**config.mk**
```make
export PLATFORM = sky130hd
export DESIGN_NAME = serial_audio_rx
export DESIGN_NICKNAME = d
export VERILOG_FILES = /design/src/rtl/serial_audio_rx.sv
export SDC_FILE = /design/constraint.sdc
export NUM_CORES = 1
export LEC_CHECK = 0
export ABC_CLOCK_PERIOD_IN_PS = 6200
export CELL_PAD_IN_SITES_DETAIL_PLACEMENT = 1
export CELL_PAD_IN_SITES_GLOBAL_PLACEMENT = 1
export CORE_ASPECT_RATIO = 1.25
export CORE_MARGIN = 2
export CORE_UTILIZATION = 40
export CTS_CLUSTER_DIAMETER = 50
export DETAILED_ROUTE_END_ITERATION = 12
export GPL_TIMING_DRIVEN = 0
export PLACE_DENSITY = 0.72
export SLEW_MARGIN = 20
export SYNTH_ARGS = -nofsm -noshare
export SYNTH_HDL_FRONTEND = slang
export SYNTH_SLANG_ARGS = --single-unit
```
**constraint.sdc**
```tcl
create_clock -name clk -period 6.2 [get_ports clk]
set_clock_uncertainty 0.15 [all_clocks]
set_input_delay 1.24 -clock clk [delete_from_list [all_inputs] [get_ports clk]]
set_output_delay 1.24 -clock clk [all_outputs]
set_load 0.1 [all_outputs]
```
**src/rtl/serial_audio_rx.sv**
```systemverilog
module serial_audio_rx #(
  parameter int WORD_W    = 24,
  parameter int NLINE     = 4,
  parameter int LINE_W    = 2,
  parameter int CH_W      = 3,
  parameter int TDM_SLOTS = 8,
  parameter int SLOT_BITS = 32,
  parameter int CNT_W     = 6
) (
  input  logic              clk,
  input  logic              rst_n,
  input  logic [2:0]        cfg_fmt,
  input  logic [1:0]        cfg_rj,
  input  logic              sck_in,
  input  logic              ws_in,
  input  logic [NLINE-1:0]  sd_in,
  output logic [WORD_W-1:0] out_word,
  output logic [CH_W-1:0]   out_ch,
  output logic              out_vld
);
  localparam logic [CNT_W-1:0]  CNT_TOP   = '1;
  localparam logic [CNT_W-1:0]  SLOT_LEN  = CNT_W'(SLOT_BITS);
  localparam logic [CNT_W-1:0]  WLEN      = CNT_W'(WORD_W);
  localparam logic [CNT_W-1:0]  ONE_C     = CNT_W'(1);
  localparam logic [CH_W-1:0]   LAST_SLOT = CH_W'(TDM_SLOTS - 1);
  localparam logic [CH_W-1:0]   ONE_ID    = CH_W'(1);
  localparam logic [LINE_W:0]   LEFT_ALL  = (LINE_W+1)'(NLINE);
  localparam logic [LINE_W:0]   LEFT_ONE  = (LINE_W+1)'(1);
  localparam logic [LINE_W-1:0] ONE_L     = LINE_W'(1);
  localparam logic [WORD_W-1:0] TOP_BIT   = {1'b1, {(WORD_W-1){1'b0}}};

  logic [1:0]        sck_sy, ws_sy;
  logic [NLINE-1:0]  sd_s1, sd_s2;
  logic              sck_d, ws_p1, ws_p2, armed, hold_tdm;
  logic [CNT_W-1:0]  cnt;
  logic [CH_W-1:0]   cur_id, hold_id;
  logic [WORD_W-1:0] acc     [NLINE];
  logic [WORD_W-1:0] acc_nxt [NLINE];
  logic [WORD_W-1:0] hold    [NLINE];
  logic [LINE_W:0]   left;
  logic [LINE_W-1:0] didx;

  wire rise   = sck_sy[1] & ~sck_d;
  wire ws_now = ws_sy[1];
  wire is_lj  = (cfg_fmt == 3'd1);
  wire is_rj  = (cfg_fmt == 3'd2);
  wire is_tc  = (cfg_fmt == 3'd3);
  wire is_tp  = (cfg_fmt == 3'd4);
  wire is_tdm = is_tc | is_tp;
  wire is_i2s = ~(is_lj | is_rj | is_tdm);

  wire late_fall = ~ws_p1 & ws_p2;
  wire late_rise = ws_p1 & ~ws_p2;
  wire fstart    = is_tp ? late_rise :
                   (is_tc | is_i2s) ? late_fall : (ws_now & ~ws_p1);
  wire half_edge = is_i2s ? (ws_p1 ^ ws_p2) : (ws_now ^ ws_p1);
  wire slot_end  = (cnt == SLOT_LEN) && (cur_id != LAST_SLOT);
  wire wb        = is_tdm ? (fstart | slot_end) : half_edge;
  wire emit      = rise & wb & armed;

  wire [CNT_W-1:0] skip = !is_rj ? '0 :
                          (cfg_rj == 2'd0) ? CNT_W'(8) :
                          (cfg_rj == 2'd1) ? CNT_W'(12) : CNT_W'(16);
  wire [CNT_W-1:0] pos  = wb ? '0 : cnt;
  wire [CNT_W-1:0] off  = pos - skip;
  wire             take = (pos >= skip) && (off < WLEN);
  wire [WORD_W-1:0] mask = take ? (TOP_BIT >> off) : '0;
  wire [CH_W-1:0] nxt_id = is_tdm ? (fstart ? '0 : cur_id + ONE_ID)
                                  : CH_W'(is_i2s ? ws_p1 : ~ws_now);

  always_comb begin
    for (int i = 0; i < NLINE; i++)
      acc_nxt[i] = (wb ? '0 : acc[i]) | (sd_s2[i] ? mask : '0);
  end

  always_ff @(posedge clk or negedge rst_n) begin
    if (!rst_n) begin
      sck_sy <= '0;
      ws_sy  <= '0;
      sd_s1  <= '0;
      sd_s2  <= '0;
      sck_d  <= 1'b0;
    end else begin
      sck_sy <= {sck_sy[0], sck_in};
      ws_sy  <= {ws_sy[0], ws_in};
      sd_s1  <= sd_in;
      sd_s2  <= sd_s1;
      sck_d  <= sck_sy[1];
    end
  end

  always_ff @(posedge clk or negedge rst_n) begin
    if (!rst_n) begin
      ws_p1  <= 1'b0;
      ws_p2  <= 1'b0;
      cnt    <= '0;
      cur_id <= '0;
      armed  <= 1'b0;
      acc    <= '{default: '0};
    end else if (rise) begin
      ws_p1 <= ws_now;
      ws_p2 <= ws_p1;
      cnt   <= (pos == CNT_TOP) ? pos : pos + ONE_C;
      acc   <= acc_nxt;
      if (wb)     cur_id <= nxt_id;
      if (fstart) armed  <= 1'b1;
    end
  end

  always_ff @(posedge clk or negedge rst_n) begin
    if (!rst_n) begin
      hold     <= '{default: '0};
      hold_id  <= '0;
      hold_tdm <= 1'b0;
      left     <= '0;
      didx     <= '0;
      out_word <= '0;
      out_ch   <= '0;
      out_vld  <= 1'b0;
    end else begin
      out_vld <= (left != '0);
      if (left != '0) begin
        out_word <= hold[didx];
        out_ch   <= hold_tdm ? hold_id : CH_W'({didx, hold_id[0]});
        didx     <= didx + ONE_L;
        left     <= left - LEFT_ONE;
      end
      if (emit) begin
        hold     <= acc;
        hold_id  <= cur_id;
        hold_tdm <= is_tdm;
        left     <= is_tdm ? LEFT_ONE : LEFT_ALL;
        didx     <= '0;
      end
    end
  end
endmodule


```
==> qor.yml <==
hold_start: "sd_s1[3]"
rsz0062_at_grt: "false"
hold_depth: 0
hold_path_class: "register to register"
wl_per_cell_um: 21.6
timing.rr.end: "acc[84]"
hpwl_um: 18800
die_area_sq_mm: 0.0285
synth_edf_count: 0
clock_sinks: 254
antenna_found_initial: 0
nets: 946
hold_viol_final: 0
grt_usage_pct: 20.4
detail-route-antenna-nets: 0
hold_path_end: "sd_s2[3]"
p_seq_share_pct: 40.9
yosysTopAreaCell: "dfrtp_1"
synth_nets: 874
routed.top_layer: "met4"
wl_met2_um: 14100
boundaryPins: 41
peakVddDrop_uv: 215
cts_tree: "built"
hold_slack_ps: 197
fp-row-count: 67
synth-compound-area-share_pct: 7.28
cap_violations: 0
synth_area_per_cell_sq_um: 12.8
power_density_mw_per_mm2: 391
layout-drive-gt1-share_pct: 23.5
wl_met3_um: 892
reg2regPathDepth: 16
place_congestion: 0.812
synth_top_family_by_area: "multiplexers"
crit_type: "input port to register"
overflow: 0
ctsResizeCount: 0
die_w_um: 151
fmaxAchievable_ghz: 0.187
swShare_pct: 32.7
yosys.area_share.simple_pct: 9.41
post-place-cells: 1236
grt_pass1_wl_um: 44200
crit_required_ps: 6500
syn_inst: 849
status: "complete, no violations"
power_switching_w: 0.00162
cts-root-buf: "clkbuf_16"
fin_crit_ps: 5350
ys_types: 57
vias: 6967
cp-end-kind: "register"
slew_headroom_pct: 27.0
cp_max_fo: 10
die_h_um: 188
portBuffers: 40
regToRegSetupSlack_ps: 1110
final_cells: 1288
async_reset_ff_share_pct: 100
synth.area.top_cells: "dfrtp_1, mux2_2, nand2_1, mux4_2, mux2_4"
p_leak_nw: 5.78
r2r-start: "cur_id[0]"
drtIter0Drc: 284
synthesis.area_sq_mm: 0.0109
ctsHoldBuffers: 0
yosysWarnings: 0
start_util_pct: 40.6
max-clock-path-buffers: 3
startpoint_type: "input port"
total_power_w: 0.00496
setup_tns_ps: 0
n_antenna_cell: 0
grt_max_degree: 100
cts_post_setup_buffers_inserted: 0
setup_violations: 0
synth_adder_area_share_pct: 1.45
drc: 0
routed_wl_um: 27800
vias_per_cell: 5.41
p_int_w: 0.00333
wl_met1_um: 11800
final_max_slew_viol_count: 0
grt_pass1_vias: 7618
clk_pin_slew_ps: 60
arrival_ps: 5650
period_share_pct: 86.3
combPwrFrac_pct: 26.0
synth_seq_cells: 254
core_area_sq_mm: 0.0267
post-synth-top-area-fraction_pct: 58.5
h-tree-depth: 1
clk_latency_ps: 540
synth-main-ff-cell: "dfrtp_1"
area_growth_syn_to_layout_pct: 16.6
p_clk_share_pct: 33.1
synth_seq_area_share_pct: 58.5
worst_pin_slew_ps: 1090
synthMuxAreaShare_pct: 19.8
synth-xor-area-share_pct: 0.484
dr.pass1.iters: 4
cts_buffers: 28
-- cells in the final DEF (no fill, tap or decap), drive strengths merged, types with 11 or more instances in the layout --
cell type / count
nor2: 25
mux4: 24
mux2: 126
clkbuf: 63
o21ai: 96
buf: 29
a21oi: 12
dfrtp: 254
clkdlybuf4s50: 39
nand2: 150
ha: 11
-- metrics by stage --
| step | setup slack, ps | utilization (%) | cell area (sq um) |
|---|---|---|---|
| floorplan | 1950 | - | 10900 |
| global placement | -7270 | 43.7 | 11700 |
| detailed placement | 304 | 44.0 | 11800 |
| CTS | 834 | 47.4 | 12700 |
| global route | 556 | 47.4 | 12700 |
| finish | 849 | 47.4 | 12700 |
-- state kept, by name (all words and copies together), names as in the netlist, 2 cells and up --
register,flops
acc,96
hold,96
out_word,24
cnt,6
sd_s1,4
sd_s2,4
cur_id,3
hold_id,3
left,3
out_ch,3
didx,2
sck_sy,2
ws_sy,2
-- worst max-delay path, stage by stage --
cell and delay (ps):
clkdlybuf4s50_1 610, nand2_1 150, or3_4 420, a21o_1 220, nand2_1 190, clkbuf_1 350, nand2_1 110, ha_1 200
inv_1 80, fa_1 380, clkbuf_1 250, nor3_1 920, nand2_1 280, o21ai_0 220
-- power groups by stage --
stage / logic, W / clock network, W / registers, W
global placement: 0.00127 / 0 / 0.00205
detailed placement: 0.00130 / 0 / 0.00205
finish: 0.00129 / 0.00164 / 0.00202
global route: 0.00139 / 0.00174 / 0.00205
CTS: 0.00131 / 0.00168 / 0.00203
floorplan: 0.000685 / 0 / 0.00225
-- Yosys cell counts, types with 6 or more instances --
cell	instances
nand2_1	150
a21oi_1	12
nor2b_1	8
buf_4	8
o21ai_1	22
ha_1	11
dfrtp_1	254
buf_6	6
nand3_1	8
nor3_1	8
o21ai_0	74
inv_1	7
a31oi_1	6
nor2_1	24
mux4_2	24
a22o_1	8
mux2_2	92
clkbuf_1	21
mux2_4	31
buf_1	7
-- logic make-up (layout without fill, tap and decap cells) --
logic type / Yosys count / count (layout)
buf+inv: 54 / 148
fa+ha+maj: 12 / 12
flops: 254 / 254
mux: 156 / 156
simple gates: 229 / 229
compound gates: 138 / 138
xor+xnor: 6 / 6
-- worst max-delay path by stage --
stage / from / end / slack [ps] / cells after the start
CTS: cfg_fmt[0] / acc[26] / 830 / 14
finish: cfg_fmt[0] / acc[26] / 850 / 14
global placement: rst_n / out_word[21] / -7270 / 1
global route: cfg_fmt[0] / acc[26] / 560 / 14
detailed placement: cfg_fmt[0] / acc[26] / 300 / 14
floorplan: cfg_fmt[2] / acc[77] / 1950 / 15
-- cell type report --
| class | instances | area (sq um) |
|---|---|---|
| clock buffer | 42 | 805 |
| timing repair buffer | 42 | 460 |
| tap | 345 | 432 |
| buffer | 47 | 313 |
| fill | 2722 | 14100 |
| inverter | 7 | 26.3 |
| multi-input combinational | 541 | 4170 |
| clock inverter | 10 | 111 |
| sequential | 254 | 6360 |
-- per-layer routing --
layer  GRT usage, %  vias to the layer above
met5              0                        -
met4           7.33                        0
met3           2.81                       55
met2           34.9                      135
met1           26.5                     3659
li1               -                     3118
Power figures use the tool's default switching activity.
